**config.mk**
```make
export PLATFORM = sky130hd
export DESIGN_NAME = cfg_boot_loader
export DESIGN_NICKNAME = d
export VERILOG_FILES = /design/src/rtl/cfg_loader_pkg.sv /design/src/rtl/cfg_strap_defaults.sv /design/src/rtl/cfg_read_seq.sv /design/src/rtl/cfg_image_regs.sv /design/src/rtl/cfg_boot_loader.sv
export SDC_FILE = /design/constraint.sdc
export NUM_CORES = 1
export LEC_CHECK = 0
export BUFFER_PORTS_ARGS = -buffer_cell sky130_fd_sc_hd__buf_2
export CAP_MARGIN = 20
export CORE_AREA = 2 2 95 88
export CTS_CLUSTER_SIZE = 12
export DETAILED_ROUTE_END_ITERATION = 12
export DIE_AREA = 0 0 97 90
export GPL_TIMING_DRIVEN = 0
export PLACE_DENSITY = 0.71
export RECOVER_POWER = 100
export REMOVE_ABC_BUFFERS = 1
export SYNTH_ARGS = -nofsm -noshare
export SYNTH_HDL_FRONTEND = slang
export SYNTH_SLANG_ARGS = --single-unit
```
**constraint.sdc**
```tcl
create_clock -name clk -period 3.5 [get_ports clk]
set_input_delay 0.525 -clock clk [delete_from_list [all_inputs] [get_ports clk]]
set_output_delay 0.525 -clock clk [all_outputs]
set_load 0.01 [all_outputs]
```
**src/rtl/cfg_loader_pkg.sv**
```systemverilog
package cfg_loader_pkg;

  localparam int BYTE_W    = 8;
  localparam int IMG_BYTES = 8;
  localparam int IMG_AW    = $clog2(IMG_BYTES);
  localparam int FIRST_CFG = 2;              // bytes below this are the signature
  localparam int PG_TP_IDX = 4;
  localparam int PG_FX_IDX = 5;

  localparam logic [BYTE_W-1:0] SIG_LO    = 8'h55;
  localparam logic [BYTE_W-1:0] SIG_HI    = 8'hAA;
  localparam logic [BYTE_W-1:0] PAGE_HALF = 8'd120;

  typedef enum logic [1:0] {LD_LATCH, LD_READ, LD_DONE} ld_state_e;

  typedef struct packed {
    logic bypass;
    logic cut_thru;
    logic an_limit;
    logic fx_full;
    logic lfp;
  } strap_t;

  // True when a fetched byte is acceptable at its position.
  function automatic logic sig_byte_ok(input logic [IMG_AW-1:0] addr,
                                       input logic [BYTE_W-1:0] d);
    if (addr == IMG_AW'(0)) return d == SIG_LO;
    if (addr == IMG_AW'(1)) return d == SIG_HI;
    return 1'b1;
  endfunction

  // True when the two page counts add up to the required total.
  function automatic logic pages_balanced(input logic [BYTE_W-1:0] a,
                                          input logic [BYTE_W-1:0] b,
                                          input int total);
    return ({1'b0, a} + {1'b0, b}) == (BYTE_W+1)'(total);
  endfunction

endpackage

```
**src/rtl/cfg_strap_defaults.sv**
```systemverilog
module cfg_strap_defaults
  import cfg_loader_pkg::*;
(
  input  strap_t                                  straps,
  output logic [IMG_BYTES-1:FIRST_CFG][BYTE_W-1:0] dflt
);
  always_comb begin
    dflt[2] = {1'b1, 1'b0, 1'b1, 1'b0, 1'b0, straps.cut_thru, straps.bypass, 1'b0};
    dflt[3] = {1'b0, 1'b1, straps.an_limit, 1'b1, 4'b1100};
    dflt[PG_TP_IDX] = PAGE_HALF;
    dflt[PG_FX_IDX] = PAGE_HALF;
    dflt[6] = 8'hBC;
    dflt[7] = {straps.lfp, 2'b00, 2'b00, 1'b0, 1'b1, straps.fx_full};
  end
endmodule

```
**src/rtl/cfg_read_seq.sv**
```systemverilog
module cfg_read_seq
  import cfg_loader_pkg::*;
(
  input  logic              clk,
  input  logic              rst_n,
  input  logic              rd_ack,
  input  logic              rd_nack,
  input  logic [BYTE_W-1:0] rd_data,
  output logic              rd_req,
  output logic [IMG_AW-1:0] rd_addr,
  output logic              ee_bus_en,
  output logic              ld_latch,
  output logic              stage_wr,
  output logic              ld_commit,
  output logic              nack_hit,
  output logic              done
);
  localparam logic [IMG_AW-1:0] LAST = IMG_AW'(IMG_BYTES-1);

  ld_state_e   state;
  logic [IMG_AW-1:0] addr_q;
  logic        got_byte, sig_bad;

  always_comb begin
    ld_latch  = (state == LD_LATCH);
    rd_req    = (state == LD_READ);
    done      = (state == LD_DONE);
    ee_bus_en = !done;
    rd_addr   = addr_q;
    nack_hit  = rd_req && rd_nack;
    got_byte  = rd_req && rd_ack && !rd_nack;
    sig_bad   = got_byte && !sig_byte_ok(addr_q, rd_data);
    stage_wr  = got_byte && (addr_q >= IMG_AW'(FIRST_CFG));
    ld_commit = stage_wr && (addr_q == LAST);
  end

  always_ff @(posedge clk or negedge rst_n) begin
    if (!rst_n) begin
      state  <= LD_LATCH;
      addr_q <= '0;
    end else begin
      case (state)
        LD_LATCH: begin
          state  <= LD_READ;
          addr_q <= '0;
        end
        LD_READ: begin
          if (nack_hit || sig_bad || ld_commit) state <= LD_DONE;
          else if (got_byte)                    addr_q <= addr_q + IMG_AW'(1);
        end
        default: state <= LD_DONE;
      endcase
    end
  end
endmodule

```
**src/rtl/cfg_image_regs.sv**
```systemverilog
module cfg_image_regs
  import cfg_loader_pkg::*;
#(
  parameter int PAGE_TOTAL = 240
)(
  input  logic                                    clk,
  input  logic                                    rst_n,
  input  logic                                    ld_latch,
  input  logic [IMG_BYTES-1:FIRST_CFG][BYTE_W-1:0] dflt,
  input  logic                                    stage_wr,
  input  logic                                    ld_commit,
  input  logic                                    nack_hit,
  input  logic                                    done,
  input  logic [IMG_AW-1:0]                       rd_addr,
  input  logic [BYTE_W-1:0]                       rd_data,
  input  logic                                    mgmt_we,
  input  logic [IMG_AW-1:0]                       mgmt_addr,
  input  logic [BYTE_W-1:0]                       mgmt_wdata,
  output logic [IMG_BYTES-1:FIRST_CFG][BYTE_W-1:0] img,
  output logic                                    applied,
  output logic                                    nack_err,
  output logic                                    page_err
);
  logic [IMG_BYTES-1:FIRST_CFG][BYTE_W-1:0] stage, merged;
  logic balanced, mgmt_hit;

  always_comb begin
    merged = stage;
    merged[IMG_BYTES-1] = rd_data;
    balanced = pages_balanced(merged[PG_TP_IDX], merged[PG_FX_IDX], PAGE_TOTAL);
    if (!balanced) begin
      merged[PG_TP_IDX] = PAGE_HALF;
      merged[PG_FX_IDX] = PAGE_HALF;
    end
    mgmt_hit = done && mgmt_we && (mgmt_addr >= IMG_AW'(FIRST_CFG));
  end

  always_ff @(posedge clk or negedge rst_n) begin
    if (!rst_n) begin
      img      <= '0;
      stage    <= '0;
      applied  <= 1'b0;
      nack_err <= 1'b0;
      page_err <= 1'b0;
    end else begin
      if (ld_latch) img <= dflt;
      if (stage_wr && !ld_commit) stage[rd_addr] <= rd_data;
      if (ld_commit) begin
        img      <= merged;
        applied  <= 1'b1;
        page_err <= !balanced;
      end
      if (nack_hit) nack_err <= 1'b1;
      if (mgmt_hit) img[mgmt_addr] <= mgmt_wdata;
    end
  end
endmodule

```
**src/rtl/cfg_boot_loader.sv**
```systemverilog
module cfg_boot_loader
  import cfg_loader_pkg::*;
#(
  parameter int PAGE_TOTAL = 240
)(
  input  logic       clk,
  input  logic       rst_n,
  input  logic       strap_bypass,
  input  logic       strap_cut_thru,
  input  logic       strap_an_limit,
  input  logic       strap_fx_full,
  input  logic       strap_lfp,
  output logic       rd_req,
  output logic [2:0] rd_addr,
  input  logic       rd_ack,
  input  logic       rd_nack,
  input  logic [7:0] rd_data,
  output logic       ee_bus_en,
  input  logic       mgmt_we,
  input  logic [2:0] mgmt_addr,
  input  logic [7:0] mgmt_wdata,
  output logic       cfg_done,
  output logic       cfg_applied,
  output logic       cfg_nack_err,
  output logic       cfg_page_err,
  output logic       fwd_bypass,
  output logic       fwd_cut_thru,
  output logic       pass_frag,
  output logic       col16_drop,
  output logic       backoff_en,
  output logic       tp_backpress,
  output logic       bist_en,
  output logic       an_limit,
  output logic       rx_en,
  output logic [7:0] tp_pages,
  output logic [7:0] fx_pages,
  output logic       tp_an_en,
  output logic       tp_speed100,
  output logic       tp_full,
  output logic       tp_fc_en,
  output logic       fx_fc_en,
  output logic       fx_full,
  output logic [1:0] tp_in_thr,
  output logic [1:0] tp_out_thr,
  output logic       lfp_en
);
  strap_t straps;
  logic [IMG_BYTES-1:FIRST_CFG][BYTE_W-1:0] dflt, img;
  logic ld_latch, stage_wr, ld_commit, nack_hit;
  logic unused_rsvd_bits;

  assign straps = '{bypass: strap_bypass, cut_thru: strap_cut_thru,
                    an_limit: strap_an_limit, fx_full: strap_fx_full,
                    lfp: strap_lfp};

  cfg_strap_defaults u_dflt (.straps(straps), .dflt(dflt));

  cfg_read_seq u_seq (
    .clk(clk), .rst_n(rst_n), .rd_ack(rd_ack), .rd_nack(rd_nack),
    .rd_data(rd_data), .rd_req(rd_req), .rd_addr(rd_addr),
    .ee_bus_en(ee_bus_en), .ld_latch(ld_latch), .stage_wr(stage_wr),
    .ld_commit(ld_commit), .nack_hit(nack_hit), .done(cfg_done)
  );

  cfg_image_regs #(.PAGE_TOTAL(PAGE_TOTAL)) u_img (
    .clk(clk), .rst_n(rst_n), .ld_latch(ld_latch), .dflt(dflt),
    .stage_wr(stage_wr), .ld_commit(ld_commit), .nack_hit(nack_hit),
    .done(cfg_done), .rd_addr(rd_addr), .rd_data(rd_data),
    .mgmt_we(mgmt_we), .mgmt_addr(mgmt_addr), .mgmt_wdata(mgmt_wdata),
    .img(img), .applied(cfg_applied), .nack_err(cfg_nack_err),
    .page_err(cfg_page_err)
  );

  // Field decode; bit positions are fixed by the stored byte layout.
  assign fwd_bypass   = img[2][1];
  assign fwd_cut_thru = img[2][2];
  assign pass_frag    = img[2][3];
  assign col16_drop   = img[2][4];
  assign backoff_en   = img[2][5];
  assign tp_backpress = img[2][7];
  assign bist_en      = img[3][4];
  assign an_limit     = img[3][5];
  assign rx_en        = img[3][6];
  assign tp_pages     = img[PG_TP_IDX];
  assign fx_pages     = img[PG_FX_IDX];
  assign tp_an_en     = img[6][2];
  assign tp_speed100  = img[6][3];
  assign tp_full      = img[6][4];
  assign tp_fc_en     = img[6][5];
  assign fx_fc_en     = img[6][7];
  assign fx_full      = img[7][0];
  assign tp_in_thr    = img[7][4:3];
  assign tp_out_thr   = img[7][6:5];
  assign lfp_en       = img[7][7];

  assign unused_rsvd_bits = ^{img[2][0], img[2][6], img[3][3:0], img[3][7],
                              img[6][1:0], img[6][6], img[7][2:1]};
endmodule

```
==> flow_summary.yaml <==
clock_network:
  ctsLongestPathBuffers: 2
  cts_tree: "done"
  clock-sinks: 74
  numCtsBuffers: 9
  path_clk_slew_ps: 80
  ctsHtreeMaxLevel: 3
  clkLatencyLatePin_ps: 350
  cts-root-buf: "clkbuf_8"
drt:
  dr.pass1.iters: 4
  num_vias: 2888
  ant_nets: 0
  wl_per_cell_um: 18.1
  viasPerCell: 5.61
  wirelength_um: 9320
  drc: 0
  first_iter_violations: 146
placement:
  hpwl_um: 6540
  port_buffers: 73
  place_worst_setup_slack_ps: 187
  gp_congestion: 0.898
  place_inst: 493
finish:
  fin_nets: 452
  final_cell_count_no_fill: 515
  final_layout_size_suffix_gt1_share_pct: 19.3
  synthToLayoutAreaGrowth_pct: 14.7
timing:
  tightest_slew_ps: 1590
  setup_slack_ps: 278
  fmax_ghz: 0.310
  maxSlewViolCount: 65
  min_period_ps: 3220
  skew_ps: 5.68
  maxSlewHeadroom_pct: -5.87
  finalSetupViolations: 0
  finalHoldViolations: 0
  timing.final.crit_share_pct: 92.0
  rsz0062_at_grt: "false"
logic_synthesis:
  synthMuxAreaShare_pct: 12.6
  synth_common_cells: "dfrtp_1, nand2_1, a21oi_1, nor2_1, o21ai_0"
  yosys_warnings: 0
  netlist_instances: 333
  synth_compound_area_share_pct: 13.3
  syn_avg_cell_area_um2: 11.3
  yosys.area_share.simple_pct: 16.3
  ys_seq_elements: 74
  ys_seq_area_share_pct: 49.3
  synthFlopType: "dfrtp_1"
  synth_adder_area_share_pct: 4.53
  post-synth-top-count-cell: "dfrtp_1"
  yosys.area.top_type_share_pct: 49.3
  synthXorXnorAreaFrac_pct: 1.17
  synth_cell_types: 44
  synth_area_leader_cell: "dfrtp_1"
  synth-edff-count: 0
  synth_top_family_by_area: "simple AND/OR/NAND/NOR gates"
  syn_area_um2: 3760
  synth_area_leaders: "dfrtp_1, mux2_2, mux2_4"
  postSynth.asyncResetShare_pct: 100
global_routing:
  grt.overflow.total: 0
  grt_max_degree: 65
  grt_pass1_vias: 2866
  antenna_found_initial: 1
  track_usage_pct: 22.0
  grt_first_pass_wirelength_um: 15100
setup_path:
  criticalPathCategory: "reg -> reg"
  max_stage_delay_ps: 1140
  crit_top_cell: "ha_1"
  cp.buffers_inverters: 0
  crit_chain: "ha_1 -> ha_1 -> or4_1 -> nor3_1 -> mux2_2"
  start_kind: "register"
  cp_max_fo: 9
  critPathTopFamily: "simple AND/OR/NAND/NOR gates"
  crit_arrival_ps: 3450
  cp_slowest_cell: "nor3_1"
  cp-end-kind: "register"
  cp.required_ps: 3730
power_and_ir_drop:
  leakage_nw: 1.91
  ir_drop_mv: 0.250
  total_power_w: 0.00239
  power_density_nw_per_um2: 553
floorplanning:
  core_area_um2: 7800
  die_y_um: 90
  die_w_um: 97
  start_util_pct: 48.2
  std_cell_rows: 31
  dieArea_um2: 8730
  ios: 74
min_path:
  hold_class: "in -> reg"
run_status:
  outcome: "complete, but fails checks"
  violations: "capacitance limit, slew limit"
flow_run:
  drv_cap: 2
## layout by cell type, fill, tap and decap left out, drive strengths merged, types with 8 or more instances in the layout
cell | Yosys | routed
dfrtp | 74 | 74
clkbuf | 8 | 65
mux2 | 35 | 35
buf | 9 | 30
nand2 | 28 | 28
a21oi | 26 | 26
nor2 | 26 | 26
o21ai | 24 | 24
ha | 12 | 12
or4 | 10 | 10
nor4b | 8 | 8
a221o | 8 | 8
o221a | 8 | 8
## cells by family (layout without fill, tap and decap cells)
kind of cell | Yosys count | after routing
buffers and inverters | 23 | 105
adders and majority gates | 13 | 13
DFF | 74 | 74
other | 0 | 1
xor gates and xnor gates | 5 | 5
muxes | 38 | 38
and+or+nand+nor | 104 | 104
AOI/OAI and AO/OA | 76 | 76
## stage by stage
stage	TNS, ps	util, %	hold slack, ps	cell area [µm²]
floorplan	0	-	229	3670
global placement	-10920	53.4	443	4160
detailed placement	0	54.6	381	4260
CTS	0	57.2	421	4460
global route	0	55.3	433	4310
finish	0	55.3	429	4310
## routing by layer
metal / vias to the layer above / wire (µm) / GRT usage (%)
met2: 94 / 4350 / 33.8
met5: - / 0 / 0
met1: 1394 / 4100 / 30.8
met3: 12 / 743 / 5.21
met4: 0 / 136 / 7.86
li1: 1388 / - / -
## state kept, by name, indices dropped and copies added, names as in the netlist
name / flops
u_img.nack_err: 1
u_img.stage: 16
u_seq.rd_addr: 3
u_img.merged: 14
u_img.img: 36
u_seq.state: 2
u_img.applied: 1
u_img.page_err: 1
## where the power goes
part | switching, W | internal (W)
combinational | 0.000340 | 0.000271
sequential | 0.000115 | 0.00102
clock | 0.000321 | 0.000316
total | 0.000775 | 0.00161
## what timing repair did
item,in CTS,in global routing
endpoints found under the setup margin,0,17
hold endpoints to repair,4,0
hold buffers,1,0
setup buffers,0,4
gates resized for setup,0,1
## worst paths after layout
path | startpoint | endpoint | slack, ps | depth (start not counted)
min in group asynchronous | rst_n | u_img.merged[7] | 680 | 2
max in group asynchronous | rst_n | u_img.stage[21] | 860 | 3
hold / removal | rd_nack | u_img.nack_err | 430 | 2
hold reg to reg | u_img.nack_err | u_img.nack_err | 460 | 1
setup reg to reg | u_seq.rd_addr[0] | u_img.stage[16] | 280 | 5
setup / recovery | u_seq.rd_addr[0] | u_img.stage[16] | 280 | 5
## layout make-up
type | count | area, µm²
fill | 724 | 3490
sequential | 74 | 1850
multi-input combinational | 236 | 1730
timing repair buffer | 83 | 388
clock buffer | 13 | 169
tap | 99 | 124
clock inverter | 3 | 22.5
inverter | 6 | 22.5
antenna | 1 | 2.50
Power figures use the tool's default switching activity.
